==> config.mk <==
export PLATFORM = sky130hd
export DESIGN_NAME = dbufAddrGen
export DESIGN_NICKNAME = d
export VERILOG_FILES = /design/src/rtl/dbufPkg.sv /design/src/rtl/dbufCtl.sv /design/src/rtl/dbufDp.sv /design/src/rtl/dbufAddrGen.sv
export SDC_FILE = /design/constraint.sdc
export NUM_CORES = 1
export LEC_CHECK = 0
export BUFFER_PORTS_ARGS = -buffer_cell sky130_fd_sc_hd__buf_2
export CELL_PAD_IN_SITES_DETAIL_PLACEMENT = 1
export CELL_PAD_IN_SITES_GLOBAL_PLACEMENT = 1
export CORE_UTILIZATION = 44
export CTS_BUF_LIST = sky130_fd_sc_hd__clkbuf_4
export CTS_CLUSTER_SIZE = 20
export DETAILED_ROUTE_END_ITERATION = 10
export GPL_TIMING_DRIVEN = 0
export PLACE_DENSITY_LB_ADDON = 0.1
export SYNTH_ARGS = -nofsm -noshare
export SYNTH_HDL_FRONTEND = slang
export SYNTH_SLANG_ARGS = --single-unit
export TNS_END_PERCENT = 100
==> constraint.sdc <==
create_clock -name clk -period 6.4 [get_ports clk]
set_input_delay 0.64 -clock clk [delete_from_list [all_inputs] [get_ports clk]]
set_output_delay 0.64 -clock clk [all_outputs]
set_load 0.02 [all_outputs]
==> src/rtl/dbufPkg.sv <==
package dbufPkg;
  // Strobes from the control to the address datapath
  typedef struct packed {
    logic startLoad;   // load curAddr from base 0
    logic advance;     // curAddr += 4
    logic switchBuf;   // reload curAddr from the base selected by switchTo
    logic switchTo;    // buffer that becomes active
    logic wrBase0;     // accepted write of base 0
    logic wrBase1;     // accepted write of base 1
  } dpCtl_t;
endpackage

==> src/rtl/dbufCtl.sv <==
module dbufCtl
  import dbufPkg::*;
#(
  parameter int SIZE_W    = 8,
  parameter int UNIT_LOG2 = 3
) (
  input  logic              clk,
  input  logic              rstN,
  input  logic              cfgWrEn,
  input  logic              cfgEnIn,
  input  logic              cfgDblIn,
  input  logic [SIZE_W-1:0] cfgSizeIn,
  input  logic              base0WrEn,
  input  logic              base1WrEn,
  input  logic              xferStart,
  input  logic              xferStop,
  input  logic              wordDone,
  output dpCtl_t            ctl,
  output logic              busy,
  output logic              activeBuf,
  output logic              bufDone,
  output logic              cfgEnQ,
  output logic              cfgDblQ,
  output logic [SIZE_W-1:0] cfgSizeQ
);
  localparam int CNT_W = SIZE_W + UNIT_LOG2;

  logic [CNT_W-1:0] wordCnt;
  logic [CNT_W-1:0] bufWords;
  logic             lastWord;
  logic             startOk;
  logic             stepOk;

  assign bufWords = {cfgSizeQ, {UNIT_LOG2{1'b0}}};
  assign lastWord = (wordCnt == bufWords - CNT_W'(1));
  assign startOk  = xferStart && !busy && cfgEnQ &&
                    !(cfgDblQ && (cfgSizeQ == '0));
  assign stepOk   = busy && wordDone && !xferStop;

  always_comb begin
    ctl           = '0;
    ctl.startLoad = startOk;
    ctl.wrBase0   = base0WrEn && (!busy || activeBuf);
    ctl.wrBase1   = base1WrEn && (!busy || !activeBuf);
    if (stepOk) begin
      if (cfgDblQ && lastWord) begin
        ctl.switchBuf = 1'b1;
        ctl.switchTo  = !activeBuf;
      end else begin
        ctl.advance = 1'b1;
      end
    end
  end

  always_ff @(posedge clk or negedge rstN) begin
    if (!rstN) begin
      cfgEnQ   <= 1'b0;
      cfgDblQ  <= 1'b0;
      cfgSizeQ <= '0;
    end else if (cfgWrEn && !busy) begin
      cfgEnQ   <= cfgEnIn;
      cfgDblQ  <= cfgDblIn;
      cfgSizeQ <= cfgSizeIn;
    end
  end

  always_ff @(posedge clk or negedge rstN) begin
    if (!rstN) begin
      busy      <= 1'b0;
      activeBuf <= 1'b0;
      bufDone   <= 1'b0;
      wordCnt   <= '0;
    end else begin
      bufDone <= 1'b0;
      if (startOk) begin
        busy      <= 1'b1;
        activeBuf <= 1'b0;
        wordCnt   <= '0;
      end else if (busy && xferStop) begin
        busy <= 1'b0;
      end else if (stepOk && cfgDblQ) begin
        if (lastWord) begin
          wordCnt   <= '0;
          activeBuf <= !activeBuf;
          bufDone   <= 1'b1;
        end else begin
          wordCnt <= wordCnt + CNT_W'(1);
        end
      end
    end
  end

  // completion pulses only appear in double mode
  p_done_dbl_only_r5: assert property (@(posedge clk) disable iff (!rstN)
    bufDone |-> cfgDblQ);

  // each completion pulse comes with a flip of the indicator
  p_toggle_on_done_r6: assert property (@(posedge clk) disable iff (!rstN)
    bufDone |-> (activeBuf != $past(activeBuf)));

  // the length setting is frozen while a transfer runs
  p_cfg_frozen_r8: assert property (@(posedge clk) disable iff (!rstN)
    $past(busy) |-> ($stable(cfgSizeQ) && $stable(cfgDblQ) && $stable(cfgEnQ)));

  // a stop request always leaves the block idle
  p_stop_idle_r9: assert property (@(posedge clk) disable iff (!rstN)
    (busy && xferStop) |=> !busy);
endmodule

==> src/rtl/dbufDp.sv <==
module dbufDp
  import dbufPkg::*;
#(
  parameter int ADDR_W = 32
) (
  input  logic              clk,
  input  logic              rstN,
  input  dpCtl_t            ctl,
  input  logic [ADDR_W-1:0] base0WrData,
  input  logic [ADDR_W-1:0] base1WrData,
  output logic [ADDR_W-1:0] base0Q,
  output logic [ADDR_W-1:0] base1Q,
  output logic [ADDR_W-1:0] curAddr
);
  localparam int ALIGN_W = 2;
  localparam logic [ADDR_W-1:0] STEP = ADDR_W'(1) << ALIGN_W;

  logic [ADDR_W-1:0] wr0Aligned;
  logic [ADDR_W-1:0] wr1Aligned;
  logic [ADDR_W-1:0] eff0;
  logic [ADDR_W-1:0] eff1;

  assign wr0Aligned = {base0WrData[ADDR_W-1:ALIGN_W], {ALIGN_W{1'b0}}};
  assign wr1Aligned = {base1WrData[ADDR_W-1:ALIGN_W], {ALIGN_W{1'b0}}};
  // Same-cycle bypass so a reload sees a base written on that edge
  assign eff0 = ctl.wrBase0 ? wr0Aligned : base0Q;
  assign eff1 = ctl.wrBase1 ? wr1Aligned : base1Q;

  always_ff @(posedge clk or negedge rstN) begin
    if (!rstN) begin
      base0Q  <= '0;
      base1Q  <= '0;
      curAddr <= '0;
    end else begin
      base0Q <= eff0;
      base1Q <= eff1;
      if (ctl.startLoad)      curAddr <= eff0;
      else if (ctl.switchBuf) curAddr <= ctl.switchTo ? eff1 : eff0;
      else if (ctl.advance)   curAddr <= curAddr + STEP;
    end
  end

  // one word step moves the address by exactly one word
  p_word_step_r4: assert property (@(posedge clk) disable iff (!rstN)
    $past(ctl.advance) |-> (curAddr == $past(curAddr) + STEP));

  // a reload lands on the base register value now stored
  p_reload_base_r10: assert property (@(posedge clk) disable iff (!rstN)
    $past(ctl.switchBuf) |-> (curAddr == ($past(ctl.switchTo) ? base1Q : base0Q)));
endmodule

==> src/rtl/dbufAddrGen.sv <==
module dbufAddrGen
  import dbufPkg::*;
#(
  parameter int ADDR_W    = 32,
  parameter int SIZE_W    = 8,
  parameter int UNIT_LOG2 = 3
) (
  input  logic              clk,
  input  logic              rstN,
  input  logic              cfgWrEn,
  input  logic              cfgEnIn,
  input  logic              cfgDblIn,
  input  logic [SIZE_W-1:0] cfgSizeIn,
  input  logic              base0WrEn,
  input  logic [ADDR_W-1:0] base0WrData,
  input  logic              base1WrEn,
  input  logic [ADDR_W-1:0] base1WrData,
  input  logic              xferStart,
  input  logic              xferStop,
  input  logic              wordDone,
  output logic              busy,
  output logic [ADDR_W-1:0] curAddr,
  output logic              activeBuf,
  output logic              bufDone,
  output logic [ADDR_W-1:0] base0Q,
  output logic [ADDR_W-1:0] base1Q,
  output logic              cfgEnQ,
  output logic              cfgDblQ,
  output logic [SIZE_W-1:0] cfgSizeQ
);
  dpCtl_t ctl;

  dbufCtl #(.SIZE_W(SIZE_W), .UNIT_LOG2(UNIT_LOG2)) uCtl (
    .clk(clk), .rstN(rstN),
    .cfgWrEn(cfgWrEn), .cfgEnIn(cfgEnIn), .cfgDblIn(cfgDblIn), .cfgSizeIn(cfgSizeIn),
    .base0WrEn(base0WrEn), .base1WrEn(base1WrEn),
    .xferStart(xferStart), .xferStop(xferStop), .wordDone(wordDone),
    .ctl(ctl), .busy(busy), .activeBuf(activeBuf), .bufDone(bufDone),
    .cfgEnQ(cfgEnQ), .cfgDblQ(cfgDblQ), .cfgSizeQ(cfgSizeQ)
  );

  dbufDp #(.ADDR_W(ADDR_W)) uDp (
    .clk(clk), .rstN(rstN), .ctl(ctl),
    .base0WrData(base0WrData), .base1WrData(base1WrData),
    .base0Q(base0Q), .base1Q(base1Q), .curAddr(curAddr)
  );

  // the base of the buffer in use cannot change during a transfer
  p_base0_guard_r7: assert property (@(posedge clk) disable iff (!rstN)
    ($past(busy) && !$past(activeBuf)) |-> $stable(base0Q));
  p_base1_guard_r7: assert property (@(posedge clk) disable iff (!rstN)
    ($past(busy) && $past(activeBuf)) |-> $stable(base1Q));
endmodule

Word-level counts from Yosys, hierarchy flattened
Cells that the tools add are included.
{"block": "totals", "word_cells": 63, "output_inout_bits": 109, "inputBits": 82, "regBits": 120}
{"block": "classes", "addsub": 3, "muxes": 23, "n_reduce_logical": 25, "n_eq_ne": 2}
{"op": "32-bit 2-to-1 mux", "n": 6}
{"op": "11-bit 2-to-1 mux", "n": 4}
{"op": "32-bit by 3-bit adder with 32-bit output, second input constant", "n": 1}
{"op": "1-bit logical AND", "n": 12}
{"op": "11-bit by 1-bit adder with 11-bit output, second input constant", "n": 1}
{"op": "11-bit equality test", "n": 1}
{"op": "1-bit 2-to-1 mux", "n": 11}
{"op": "11-bit by 1-bit subtractor with 11-bit output, second input constant", "n": 1}
{"op": "8-bit zero test", "n": 1}
{"op": "2-bit nonzero test", "n": 3}
{"op": "1-bit zero test", "n": 4}
{"op": "3-bit 2-to-1 mux", "n": 1}
{"op": "3-bit AND reduction", "n": 1}
{"op": "3-bit nonzero test", "n": 1}
{"op": "1-bit logical OR", "n": 2}
{"op": "2-bit 2-to-1 mux", "n": 1}
{"op": "2-bit by 1-bit inequality test with 1-bit output, second input constant", "n": 1}
{"op": "2-bit AND reduction", "n": 1}

Longest topological paths before layout
Gate-level depths: netlist (run 1).
{"block": "depth", "depth_word": 8, "depth_mapped": 10, "depth_no_buf": 9}

By module
A second synthesis (run 1) with hierarchy kept.
{"block": "unflattened", "hier_cells": 611, "area_unflattened_um2": 6382.4}
{"module": "dbufDp", "n_inst": 1, "cells_per_inst": 474, "seq_area_each_um2": 2402.3, "area_each_um2": 4963.5}
{"module": "dbufCtl", "n_inst": 1, "cells_per_inst": 137, "seq_area_each_um2": 600.6, "area_each_um2": 1418.9}

Worst setup path after synthesis (run 1)
Ideal clock, no wire load.
{"block": "synth_timing", "kind": "register to register", "from": "reg uCtl.cfgSizeQ[2]", "to": "reg uDp.curAddr[23]", "period_less_slack_ns": 2.898, "required_ns": 6.261, "path_buffers": 1, "t_arrival_ns": 2.759, "slack_ns": 3.502, "stages_incl_launch_ff": 9, "setup_ns": 0.139, "path_cell_list": "dfrtp_1 -> or4_4 -> and4bb_2 -> a211oi_4 -> a2111oi_4 -> nand2b_1 -> buf_4 -> nor3_1 -> or4b_1"}
{"block": "synth_via", "elab_chain_len": 8, "elab_cells_between_ends": 14, "cone_classes": "add/sub: 1; eq/ne: 1; mux: 6; reduce/logical: 6"}
{"element": "start, declared", "line_no": "dbufCtl.sv:24", "source": "output logic [SIZE_W-1:0] cfgSizeQ"}
{"element": "start signal, assigned", "line_no": "dbufCtl.sv:63", "source": "cfgSizeQ <= cfgSizeIn;"}
{"element": "11-bit by 1-bit subtractor with 11-bit output", "line_no": "dbufCtl.sv:35", "source": "assign lastWord = (wordCnt == bufWords - CNT_W'(1));"}
{"element": "11-bit equality test", "line_no": "dbufCtl.sv:35"}
{"element": "1-bit logical AND", "line_no": "dbufCtl.sv:46", "source": "if (cfgDblQ && lastWord) begin"}
{"element": "2-bit 2-to-1 mux", "line_no": "dbufCtl.sv:46"}
{"element": "3-bit 2-to-1 mux", "line_no": "dbufCtl.sv:45", "source": "if (stepOk) begin"}
{"element": "32-bit 2-to-1 mux (2 in series)", "line_no": "dbufDp.sv:38", "source": "else if (ctl.switchBuf) curAddr <= ctl.switchTo ? eff1 : eff0;"}
{"element": "32-bit 2-to-1 mux", "line_no": "dbufDp.sv:37", "source": "if (ctl.startLoad) curAddr <= eff0;"}
{"element": "end signal, assigned", "line_no": "dbufDp.sv:38"}
{"element": "end signal, assigned", "line_no": "dbufDp.sv:39", "source": "else if (ctl.advance) curAddr <= curAddr + STEP;"}
{"element": "end, declared", "line_no": "dbufDp.sv:13", "source": "output logic [ADDR_W-1:0] curAddr"}
Parallel ways exist; a longest one is shown, timed or not.
A chain may end at the register's enable or synchronous reset.

Worst setup path after layout (run 1)
{"block": "layout_timing", "from": "reg uCtl.cfgSizeQ[0]", "to": "reg uDp.curAddr[26]"}
The elaborated chain is that of the path after synthesis.

==> qor.yml, run 1 <==
clock_tree_from_tritoncts: "built"
die-width_um: 121
cts_repair_resizes: 0
ys_ff_latch: 120
die_area_um2: 14600
cts_hold_buffers: 0
synth_common_cells: "120 x dfrtp_1, 65 x mux2_2, 44 x nand2_1, 44 x nor2_1, 30 x a21oi_1"
synth_top_cell_area_share_pct: 48.3
placement.setup.worst_slack_ns: 2.29
worst_skew_pair.late_latency_ns: 0.56
floorplan.rows: 43
crit_path_max_incr_delay_ns: 1.12
wl_met1_um: 9010
timing_max_transition_violations_final: 0
gp_congestion: 0.925
place_hpwl_um: 15600
startpoint_type: "register"
clock_skew_after_layout_ns: 0.0195
finalCritPeriodShare_pct: 63.4
finalHoldViolCount: 0
peakVddDrop_v: 0.000180
starting_drc_count_in_detailed_routing: 377
yosysSeqAreaShare_pct: 48.3
cts_num_sinks: 120
grt_max_degree: 67
cts_inserted_buffers: 17
global_route.overflow_total: 0
cap_viol_max_count: 0
synth_flop_cell: "dfrtp_1"
met2_length_um: 10000
required_time_of_the_critical_path_ns: 6.80
min_path_type: "input pin to asynchronous set/reset pin"
track_usage_pct: 30.3
initial_utilization_pct: 45.0
mappedNetlistNets: 673
synth.largest_area_cell: "dfrtp_1"
flow.area_growth_from_synthesis_pct: 22.6
worst-r2r-setup-slack_ns: 2.34
path_cells: "inv_1 > ha_1 > nor3b_1 > and3_1 > o211ai_1 > a211oi_1 > nand2_1 > a2111oi_0 > nor4_1"
slew_headroom_pct: 13.3
n_antenna_cell: 0
grt_pass1_vias: 5903
cts.repair_timing.setup_buffer_count: 0
worst_r2r_endpoint: "uDp.curAddr[26]"
synthesis.area_um2: 6220
post_synthesis_instance_total: 588
ys_warn_count: 0
min_period_ns: 4.06
wl_um: 21100
run_status: "completed"
netlist-cell-type-count: 65
cts-root-to-sink-buffers: 2
post-synth-top-count-cell: "dfrtp_1"
detail_route.drc_violations: 0
routed_wire_length_per_instance_um: 21.5
critical_path_class: "register to register"
ios: 191
worst-path-stages: 9
path_buf_inv: 1
postSynth.asyncResetShare_pct: 100
grt_pass1_wl_um: 33000
crit_slowest_cell: "a2111oi_0"
path_delay_family: "compound AO/OA/AOI/OAI gates"
detailed_routing_iteration_count_for_the_pre_antenna_repair_pass: 5
average_instance_area_after_synthesis_um2: 10.6
timing.rr.start: "uCtl.cfgSizeQ[0]"
kind_of_end_point_of_the_critical_path: "register"
max_slew.worst_pin.slew_ns: 1.27
layout-drive-gt1-share_pct: 37.1
power_per_cell_area_nw_per_um2: 365
largest_cells_by_area_after_synthesis: "dfrtp_1 48%, mux2_2 12%, mux2i_1 3.1%"
die_h_um: 121
area_of_the_core_region_um2: 13800
grt_antenna_before_repair: 0
routed-wl-met3_um: 1530
path_clk_slew_ns: 0.11
drt.antenna.violating_nets: 0
route.detailed.vias_per_inst: 5.78
numPortBuffers: 185
highest-signal-layer: "met4"
cts-root-buf: "clkbuf_4"
power_leakage_nw: 3.50
cp_data_arrival_time_ns: 4.46
synth_edf_count: 0
fin_ws_ns: 2.34
fmax_mhz: 246
finalSetupViolations: 0
route.vias.total: 5680
grt_setup_unrepaired: "false"
fin_tns_setup_ns: 0
design.final.nets: 878
clock_tree.htree_level_count: 4
cp_max_fo: 7
worst_r2r_path_depth: 9
## worst reg2reg max path: stages (launching register included)
cell       delay, ns
dfrtp_1         0.45
inv_1           0.10
ha_1            0.25
nor3b_1         0.34
and3_1          0.22
o211ai_1        0.23
a211oi_1        0.83
nand2_1         0.25
a2111oi_0       1.13
nor4_1          0.11
## power breakdown
part	internal, W	total (W)	switching [W]
clock network	0.000184	0.000474	0.000290
logic	0.000432	0.00116	0.000726
registers	0.000946	0.00115	0.000207
total	0.00156	0.00279	0.00122
## worst max-delay path by stage
stage / startpoint / end / slack, ns
3_3_place_gp: base1WrEn / uDp.curAddr[16] / 2.36
6_report: uCtl.cfgSizeQ[0] / uDp.curAddr[26] / 2.34
2_1_floorplan: uCtl.cfgSizeQ[2] / uDp.curAddr[23] / 3.50
4_1_cts: uCtl.cfgSizeQ[0] / uDp.curAddr[26] / 2.38
3_5_place_dp: base1WrEn / uDp.curAddr[16] / 2.29
5_1_grt: uCtl.cfgSizeQ[0] / uDp.curAddr[26] / 2.12
## cell type report
type | instances | area, um2
clock inverter | 11 | 86.3
multi-input combinational | 423 | 3040
tap | 180 | 225
inverter | 13 | 48.8
clock buffer | 18 | 135
fill | 1614 | 6200
sequential | 120 | 3000
timing repair buffer | 186 | 960
buffer | 32 | 126
## per-layer routing
metal	vias up	track usage, %
met5	-	0
met4	0	11.9
met3	39	7.66
met2	232	49.1
met1	2835	38.8
li1	2574	-
## flip-flops by register name, summed over array words and instances (netlist names)
register and cells:
uCtl.cfgDblQ 1, uCtl.cfgEnQ 1, uCtl.activeBuf 1, uCtl.busy 1, uDp.base0Q 32, uCtl.bufDone 1, uDp.base1Q 32, uDp.curAddr 32
uCtl.cfgSizeQ 8, uCtl.wordCnt 11
## cells by family (layout without fill, tap and decap cells)
group / after synthesis / count (layout) / share of synthesized area, %
XOR/XNOR: 24 / 24 / 3.38
adder cells (fa/ha/maj): 3 / 3 / 0.604
buffers and inverters: 45 / 260 / 2.82
multiplexers: 84 / 84 / 14.8
AND/OR/NAND/NOR: 189 / 189 / 15.7
flip-flops: 120 / 120 / 48.3
AO/OA/AOI/OAI: 123 / 123 / 14.4
## stage by stage
stage	power, W	instance area [um2]	utilization [%]	hold slack, ns	instances
3_3_place_gp	0.00227	7370	53.3	0.489	953
6_report	0.00279	7630	55.2	0.0261	983
2_1_floorplan	0.00185	6220	-	0.344	588
5_1_grt	0.00294	7630	55.2	0.0346	983
3_5_place_dp	0.00232	7400	53.6	0.498	954
4_1_cts	0.00280	7630	55.2	0.0232	983
## layout by cell type, fill, tap and decap left out, types with 6 or more instances in the layout
| master | instances |
|---|---|
| and3_1 | 14 |
| dfrtp_1 | 120 |
| a211oi_1 | 8 |
| clkbuf_4 | 18 |
| nor3_1 | 12 |
| a22oi_1 | 6 |
| mux2_2 | 65 |
| nand2b_1 | 6 |
| mux2i_1 | 19 |
| nor2b_1 | 10 |
| a21oi_1 | 30 |
| clkinv_2 | 6 |
| xnor2_1 | 12 |
| nand4_1 | 8 |
| a31oi_1 | 7 |
| nand3_1 | 18 |
| buf_2 | 186 |
| nor4_1 | 6 |
| nand2_1 | 44 |
| inv_1 | 13 |
| clkbuf_1 | 28 |
| o22ai_1 | 10 |
| nor2_1 | 44 |
| o21ai_0 | 16 |
| xor2_1 | 12 |
Power figures use the tool's default switching activity.
==> run 2: changes to the inputs <==
--- a/config.mk
+++ b/config.mk
@@ -8,7 +8,7 @@
 export BUFFER_PORTS_ARGS = -buffer_cell sky130_fd_sc_hd__buf_2
 export CELL_PAD_IN_SITES_DETAIL_PLACEMENT = 1
 export CELL_PAD_IN_SITES_GLOBAL_PLACEMENT = 1
-export CORE_UTILIZATION = 44
+export CORE_UTILIZATION = 41
 export CTS_BUF_LIST = sky130_fd_sc_hd__clkbuf_4
 export CTS_CLUSTER_SIZE = 20
 export DETAILED_ROUTE_END_ITERATION = 10
==> constraint.sdc (replaced) <==
create_clock -name clk -period 3.8 [get_ports clk]
set_input_delay 0.38 -clock clk [delete_from_list [all_inputs] [get_ports clk]]
set_output_delay 0.38 -clock clk [all_outputs]
set_load 0.02 [all_outputs]
==> run 2 against run 1 <==
The run now ends with design-rule violations left. Flip-flop and latch count unchanged. Non-clock buffer count increased by 2. Combinational power increased by 70%. Global-route usage decreased by 1.5 points. Fmax increased by 15%. Worst setup slack got worse by 2.1 ns. Largest cell class unchanged.
==> qor.yml, run 2 (synthesis results as in run 1) <==
run_status: "finished, violations left"  # was completed
failed_checks: "design-rule violations"
route.detailed.vias_per_inst: 5.74  # was 5.78
hold_path_end: "uCtl.cfgSizeQ[5]"
max_slew.worst_pin.slew_ns: 1.20  # was 1.27 ns
timing.rr.start: "uCtl.busy"  # was uCtl.cfgSizeQ[0]
clock_skew_after_layout_ns: 0.0178  # was 0.0195 ns
critical_path_class: "register to register"  # unchanged
cp_max_fo: 10  # was 7
worst_skew_pair.late_latency_ns: 0.58  # was 0.56 ns
routed_wire_length_per_instance_um: 21.9  # was 21.5 um
path_delay_family: "simple AND/OR/NAND/NOR gates"  # was compound AO/OA/AOI/OAI gates
power_switching_share_pct: 44.0  # was 43.9%
ios: 191  # unchanged
fin_util_pct: 52.6  # was 55.2%
grt_setup_unrepaired: "false"  # unchanged
n_fill_cell: 1696  # was 1614
power_frac_comb_pct: 40.6  # was 41.6%
worst-r2r-setup-slack_ns: 0.28  # was 2.34 ns
die_h_um: 125  # was 121 um
flow.area_growth_from_synthesis_pct: 23.9  # was 22.6%
finalCritPeriodShare_pct: 92.5  # was 63.4%
startpoint_type: "register"  # unchanged
worst_r2r_path_depth: 8  # was 9
n_antenna_cell: 0  # unchanged
global_route.overflow_total: 0  # unchanged
wl_um: 21700  # was 21100 um
layout-drive-gt1-share_pct: 37.4  # was 37.1%
cts-root-to-sink-buffers: 2  # unchanged
largestRegisters: "uDp.base0Q x32, uDp.base1Q x32, uDp.curAddr x32"  # unchanged
most-common-layout-cells: "186 x buf_2, 120 x dfrtp_1, 65 x mux2_2"  # unchanged
grt_max_degree: 70  # was 67
required_time_of_the_critical_path_ns: 4.30  # was 6.80 ns
detailed_routing_iteration_count_for_the_pre_antenna_repair_pass: 8  # was 5
starting_drc_count_in_detailed_routing: 350  # was 377
die_area_um2: 15700  # was 14600 um2
cts.repair_timing.setup_buffer_count: 0  # unchanged
power_leakage_nw: 3.53  # was 3.50 nW
cap_viol_max_count: 0  # unchanged
grt_antenna_before_repair: 0  # unchanged
power_per_cell_area_nw_per_um2: 628  # was 365 nW/um2
peakVddDrop_v: 0.000226  # was 0.000180 V
cts_inserted_buffers: 17  # unchanged
layout.cells.most_common: "buf_2"  # unchanged
worst_r2r_endpoint: "uDp.curAddr[28]"  # was uDp.curAddr[26]
path_buf_inv: 2  # was 1
place_hpwl_um: 16100  # was 15600 um
slew_headroom_pct: 19.2  # was 13.3%
floorplan.rows: 44  # was 43
fmax_mhz: 284  # was 246 MHz
placement.setup.worst_slack_ns: -0.181  # was 2.29 ns
hold-worst-slack_ns: 0.0384  # was 0.0261 ns
die-width_um: 125  # was 121 um
min_path_type: "input pin to register"  # was input pin to asynchronous set/reset pin
timing_max_transition_violations_final: 0  # unchanged
intPower_w: 0.00271  # was 0.00156 W
clock_power_share_pct: 19.0  # was 17.0%
finalHoldViolCount: 0  # unchanged
crit_slowest_cell: "a2111oi_4"  # was a2111oi_0
clock_tree.htree_level_count: 4  # unchanged
net-switching-power_w: 0.00213  # was 0.00122 W
initial_utilization_pct: 42.5  # was 45.0%
fin_tns_setup_ns: 0  # unchanged
cts_num_sinks: 120  # unchanged
drt.antenna.violating_nets: 0  # unchanged
numPortBuffers: 185  # unchanged
route.vias.total: 5696  # was 5680
min_delay_path_depth: 2
path_clk_slew_ns: 0.11  # about the same
crit_path_frequent_cell: "clkbuf_1"
fin_total_pwr_w: 0.00484  # was 0.00279 W
min_period_ns: 3.52  # was 4.06 ns
finalSetupViolations: 0  # unchanged
kind_of_end_point_of_the_critical_path: "register"  # unchanged
area_of_the_core_region_um2: 14600  # was 13800 um2
power.sequential.fraction_pct: 40.3  # was 41.4%
hold_path.startpoint: "cfgSizeIn[5]"
crit_path_max_incr_delay_ns: 0.63  # was 1.12 ns
design.final.nets: 880  # was 878
cp_data_arrival_time_ns: 4.01  # was 4.46 ns
track_usage_pct: 28.9  # was 30.3%
path_cells: "and3b_1 > clkbuf_1 > nand2_1 > a2111oi_4 > nand2b_1 > clkbuf_1 > o22ai_1 > nor3_1"  # was inv_1 > ha_1 > nor3b_1 > and3_1 > o211ai_1 > a211oi_1 > nand2_1 > a2111oi_0 > nor4_1
cts-root-buf: "clkbuf_4"  # unchanged
grt_pass1_vias: 5991  # was 5903
gp_congestion: 0.918  # was 0.925
detail_route.drc_violations: 26  # was 0
fin_ws_ns: 0.284  # was 2.34 ns
clock_tree_from_tritoncts: "built"  # unchanged
grt_pass1_wl_um: 34400  # was 33000 um
run 2: changes by cell type in the layout (fill, tap and decap cells not counted):
cell | previous run | this run
clkinv_2 | 6 | 5
clkinvlp_4 | 3 | 2
buf_1 | 1 | 0
dlygate4sd3_1 | 0 | 2
clkinv_1 | 1 | 2
a211oi_1 | 8 | 7
a211oi_2 | 0 | 1
clkbuf_2 | 0 | 1
bufinv_16 | 1 | 2
clkinv_4 | 0 | 3
run 2: power by group through the flow:
stage | combinational (W) | clock, W | sequential, W
after floorplan | 0.000845 | 0 | 0.00228
after global placement | 0.00190 | 0 | 0.00194
after detailed placement | 0.00196 | 0 | 0.00197
after CTS | 0.00197 | 0.000936 | 0.00194
after global routing | 0.00211 | 0.000994 | 0.00200
final | 0.00197 | 0.000921 | 0.00195
run 2: stage by stage:
| stage | cells | instance area, um2 |
|---|---|---|
| 3_5_place_dp | 958 | 7410 |
| 3_3_place_gp | 957 | 7380 |
| 5_1_grt | 992 | 7700 |
| 2_1_floorplan | 588 | 6220 |
| 6_report | 992 | 7700 |
| 4_1_cts | 992 | 7700 |
run 2: cell type report:
class / instances / area [um2] / area share [%]
Multi-Input combinational cell: 423 / 3050 / 39.5
Sequential cell: 120 / 3000 / 39.0
Timing Repair Buffer: 188 / 980 / 12.7
Tap cell: 184 / 230 / 2.99
Clock buffer: 18 / 135 / 1.75
Clock inverter: 14 / 134 / 1.74
Buffer: 32 / 128 / 1.66
Inverter: 13 / 48.8 / 0.633
run 2: how the worst max path moves through the flow:
stage | slack, ns | to | cells past startpoint | startpoint
floorplan | 0.90 | uDp.curAddr[23] | 8 | uCtl.cfgSizeQ[2]
global placement | -0.09 | uDp.curAddr[16] | 7 | base1WrEn
detailed placement | -0.18 | uDp.curAddr[16] | 7 | base1WrEn
CTS | 0.08 | uDp.curAddr[26] | 9 | uCtl.cfgSizeQ[0]
global route | 0.02 | uDp.curAddr[8] | 10 | uCtl.cfgSizeQ[0]
finish | 0.28 | uDp.curAddr[28] | 8 | uCtl.busy
run 2: layer usage:
metal | GRT usage, % | wire length [um] | up-vias
li1 | - | - | 2578
met1 | 37.6 | 9310 | 2867
met3 | 5.61 | 1290 | 33
met2 | 47.8 | 10700 | 218
met4 | 10.5 | 421 | 0
met5 | 0 | 0 | -
run 2: worst reg2reg max path, delay by kind of cell (launching register included):
kind,cells,cell delay [ns]
flops,1,0.50
simple gates,4,1.15
compound gates,2,0.78
buf+inv,2,1.02
run 2: what timing repair did:
item,CTS,global route
hold buffers,2,0
setup endpoints to repair,0,4
resized for setup,0,2
hold endpoints to repair,52,0
==> run 3: changes to the inputs <==
--- a/config.mk
+++ b/config.mk
@@ -6,7 +6,7 @@
 export NUM_CORES = 1
 export LEC_CHECK = 0
 export BUFFER_PORTS_ARGS = -buffer_cell sky130_fd_sc_hd__buf_2
-export CELL_PAD_IN_SITES_DETAIL_PLACEMENT = 1
+export CELL_PAD_IN_SITES_DETAIL_PLACEMENT = 0
 export CELL_PAD_IN_SITES_GLOBAL_PLACEMENT = 1
 export CORE_UTILIZATION = 41
 export CTS_BUF_LIST = sky130_fd_sc_hd__clkbuf_4
==> run 3 against run 2 <==
The flow still finishes with violations (design-rule violations). Critical path depth rose by 1. Hold slack better by 0.037 ns. Utilization is 0.54 points lower. Largest cell class unchanged. Die area is the same. Highest routed layer unchanged. Via count down 2.6%. Register-to-register slack barely moved. Routed wire length decreased by 7.9%.
==> qor.yml, run 3 (synthesis results as in run 1) <==
place_hpwl_um: 14800  # was 16100 um
cts_num_sinks: 120  # unchanged
peakVddDrop_v: 0.000236  # was 0.000226 V
min_delay_path_depth: 2  # unchanged
path_delay_family: "compound AO/OA/AOI/OAI gates"  # was simple AND/OR/NAND/NOR gates
most-common-layout-cells: "186 x buf_2, 120 x dfrtp_1, 65 x mux2_2"  # unchanged
worst_r2r_endpoint: "uDp.curAddr[26]"  # was uDp.curAddr[28]
fmax_mhz: 285  # was 284 MHz
hold_path.startpoint: "xferStop"  # was cfgSizeIn[5]
clock_skew_after_layout_ns: 0.0306  # was 0.0178 ns
kind_of_end_point_of_the_critical_path: "register"  # unchanged
cts-root-to-sink-buffers: 2  # unchanged
die_h_um: 125  # unchanged
cp_data_arrival_time_ns: 3.88  # was 4.01 ns
run_status: "finished, violations left"  # unchanged
min_period_ns: 3.51  # was 3.52 ns
cts-root-buf: "clkbuf_4"  # unchanged
layout-drive-gt1-share_pct: 36.8  # was 37.4%
finalSetupViolations: 0  # unchanged
global_route.overflow_total: 0  # unchanged
detail_route.drc_violations: 26  # unchanged
numPortBuffers: 185  # unchanged
die-width_um: 125  # unchanged
placement.setup.worst_slack_ns: -0.168  # was -0.181 ns
min_path_type: "input pin to register"  # unchanged
fin_tns_setup_ns: 0  # unchanged
gp_congestion: 0.918  # unchanged
route.detailed.vias_per_inst: 5.63  # was 5.74
floorplan.rows: 44  # unchanged
placedCellCount: 958  # unchanged
die_area_um2: 15700  # unchanged
post_dp_cell_area_um2: 7410  # unchanged
design.final.nets: 879  # was 880
route.vias.total: 5547  # was 5696
grt_max_degree: 70  # unchanged
finalCritPeriodShare_pct: 92.3  # was 92.5%
timing.rr.start: "uCtl.cfgSizeQ[0]"  # was uCtl.busy
flow.area_growth_from_synthesis_pct: 22.6  # was 23.9%
worst_skew_pair.late_latency_ns: 0.53  # was 0.58 ns
slew_headroom_pct: 20.5  # was 19.2%
grt_pass1_wl_um: 31100  # was 34400 um
grt_antenna_before_repair: 0  # unchanged
crit_slowest_cell: "a211oi_1"  # was a2111oi_4
required_time_of_the_critical_path_ns: 4.18  # was 4.30 ns
starting_drc_count_in_detailed_routing: 359  # was 350
path_cells: "inv_1 > ha_1 > nor3b_1 > and3_1 > o211ai_1 > a211oi_1 > nand2_1 > a2111oi_1 > nor4_1"  # was and3b_1 > clkbuf_1 > nand2_1 > a2111oi_4 > nand2b_1 > clkbuf_1 > o22ai_1 > nor3_1
cp_max_fo: 7  # was 10
max_slew.worst_pin.slew_ns: 1.18  # was 1.20 ns
track_usage_pct: 26.1  # was 28.9%
initial_utilization_pct: 42.5  # unchanged
hold_path_end: "uCtl.busy"  # was uCtl.cfgSizeQ[5]
routed_wire_length_per_instance_um: 20.3  # was 21.9 um
layout.cells.most_common: "buf_2"  # unchanged
finalHoldViolCount: 0  # unchanged
fin_ws_ns: 0.293  # was 0.284 ns
path_clk_slew_ns: 0.11  # about the same
n_antenna_cell: 0  # unchanged
power_per_cell_area_nw_per_um2: 607  # was 628 nW/um2
drt.antenna.violating_nets: 0  # unchanged
cts.repair_timing.setup_buffer_count: 0  # unchanged
detailed_routing_iteration_count_for_the_pre_antenna_repair_pass: 8  # unchanged
area_of_the_core_region_um2: 14600  # unchanged
wl_um: 20000  # was 21700 um
timing_max_transition_violations_final: 0  # unchanged
crit_path_max_incr_delay_ns: 0.74  # was 0.63 ns
grt_pass1_vias: 5488  # was 5991
path_buf_inv: 1  # was 2
cap_viol_max_count: 0  # unchanged
largestRegisters: "uDp.base0Q x32, uDp.base1Q x32, uDp.curAddr x32"  # unchanged
failed_checks: "design-rule violations"  # unchanged
power_leakage_nw: 3.50  # was 3.53 nW
finish.instance_area_um2: 7630  # was 7700 um2
fin_util_pct: 52.1  # was 52.6%
grt_setup_unrepaired: "false"  # unchanged
worst_r2r_path_depth: 9  # was 8
startpoint_type: "register"  # unchanged
clock_tree_from_tritoncts: "built"  # unchanged
worst-r2r-setup-slack_ns: 0.29  # was 0.28 ns
finish.cell_count_without_fillers: 986  # was 992
cts_inserted_buffers: 17  # unchanged
critical_path_class: "register to register"  # unchanged
clock_tree.htree_level_count: 4  # unchanged
ios: 191  # unchanged
[run 3: worst max path at each step]
stage / from / endpoint / slack [ns] / cells after the start
6_report: uCtl.cfgSizeQ[0] / uDp.curAddr[26] / 0.29 / 9
5_1_grt: uCtl.cfgSizeQ[0] / uDp.curAddr[26] / 0.04 / 9
4_1_cts: uCtl.activeBuf / uDp.curAddr[16] / 0.1 / 7
3_5_place_dp: base1WrEn / uDp.curAddr[16] / -0.17 / 7
3_3_place_gp: base1WrEn / uDp.curAddr[16] / -0.09 / 7
2_1_floorplan: uCtl.cfgSizeQ[2] / uDp.curAddr[23] / 0.90 / 8
[run 3: worst register-to-register path, stage by stage (launching register included)]
cell       delay (ns)
dfrtp_1          0.45
inv_1            0.10
ha_1             0.24
nor3b_1          0.33
and3_1           0.21
o211ai_1         0.24
a211oi_1         0.74
nand2_1          0.25
a2111oi_1        0.71
nor4_1           0.10
[run 3: what timing repair did]
item                                   CTS  global route
gates resized for setup                  0             3
endpoints found under the hold margin   51             0
setup endpoints to repair                0             3
hold buffers                             1             0
[run 3: power breakdown]
group | switching (W) | total, W | internal, W
Sequential | 0.000348 | 0.00194 | 0.00159
Combinational | 0.00120 | 0.00193 | 0.000727
Clock | 0.000451 | 0.000760 | 0.000310
Total | 0.00200 | 0.00463 | 0.00263
[run 3: cell type report]
cell class              instances  area (um2)
fillers                      1423        7020
multi-input cells             423        3040
flip-flops and latches        120        3000
repair buffers                187         970
well taps                     184         230
clock buffers                  19         143
plain buffers                  32         128
clock inverters                 8        61.3
inverters                      13        48.8
[run 3: stage by stage]
step	total power [W]	hold WS [ns]
after floorplan	0.00312	0.0844
after global placement	0.00384	0.489
after detailed placement	0.00389	0.363
after CTS	0.00465	0.0363
after global routing	0.00491	0.0491
final	0.00463	0.0751
[run 3: routing by layer]
metal	global-route usage, %	vias up	share of wire (%)
met5	0	-	0
met4	8.68	0	2.0
met3	6.55	27	6.3
met2	41.7	214	47
met1	34.6	2734	45
li1	-	2572	-
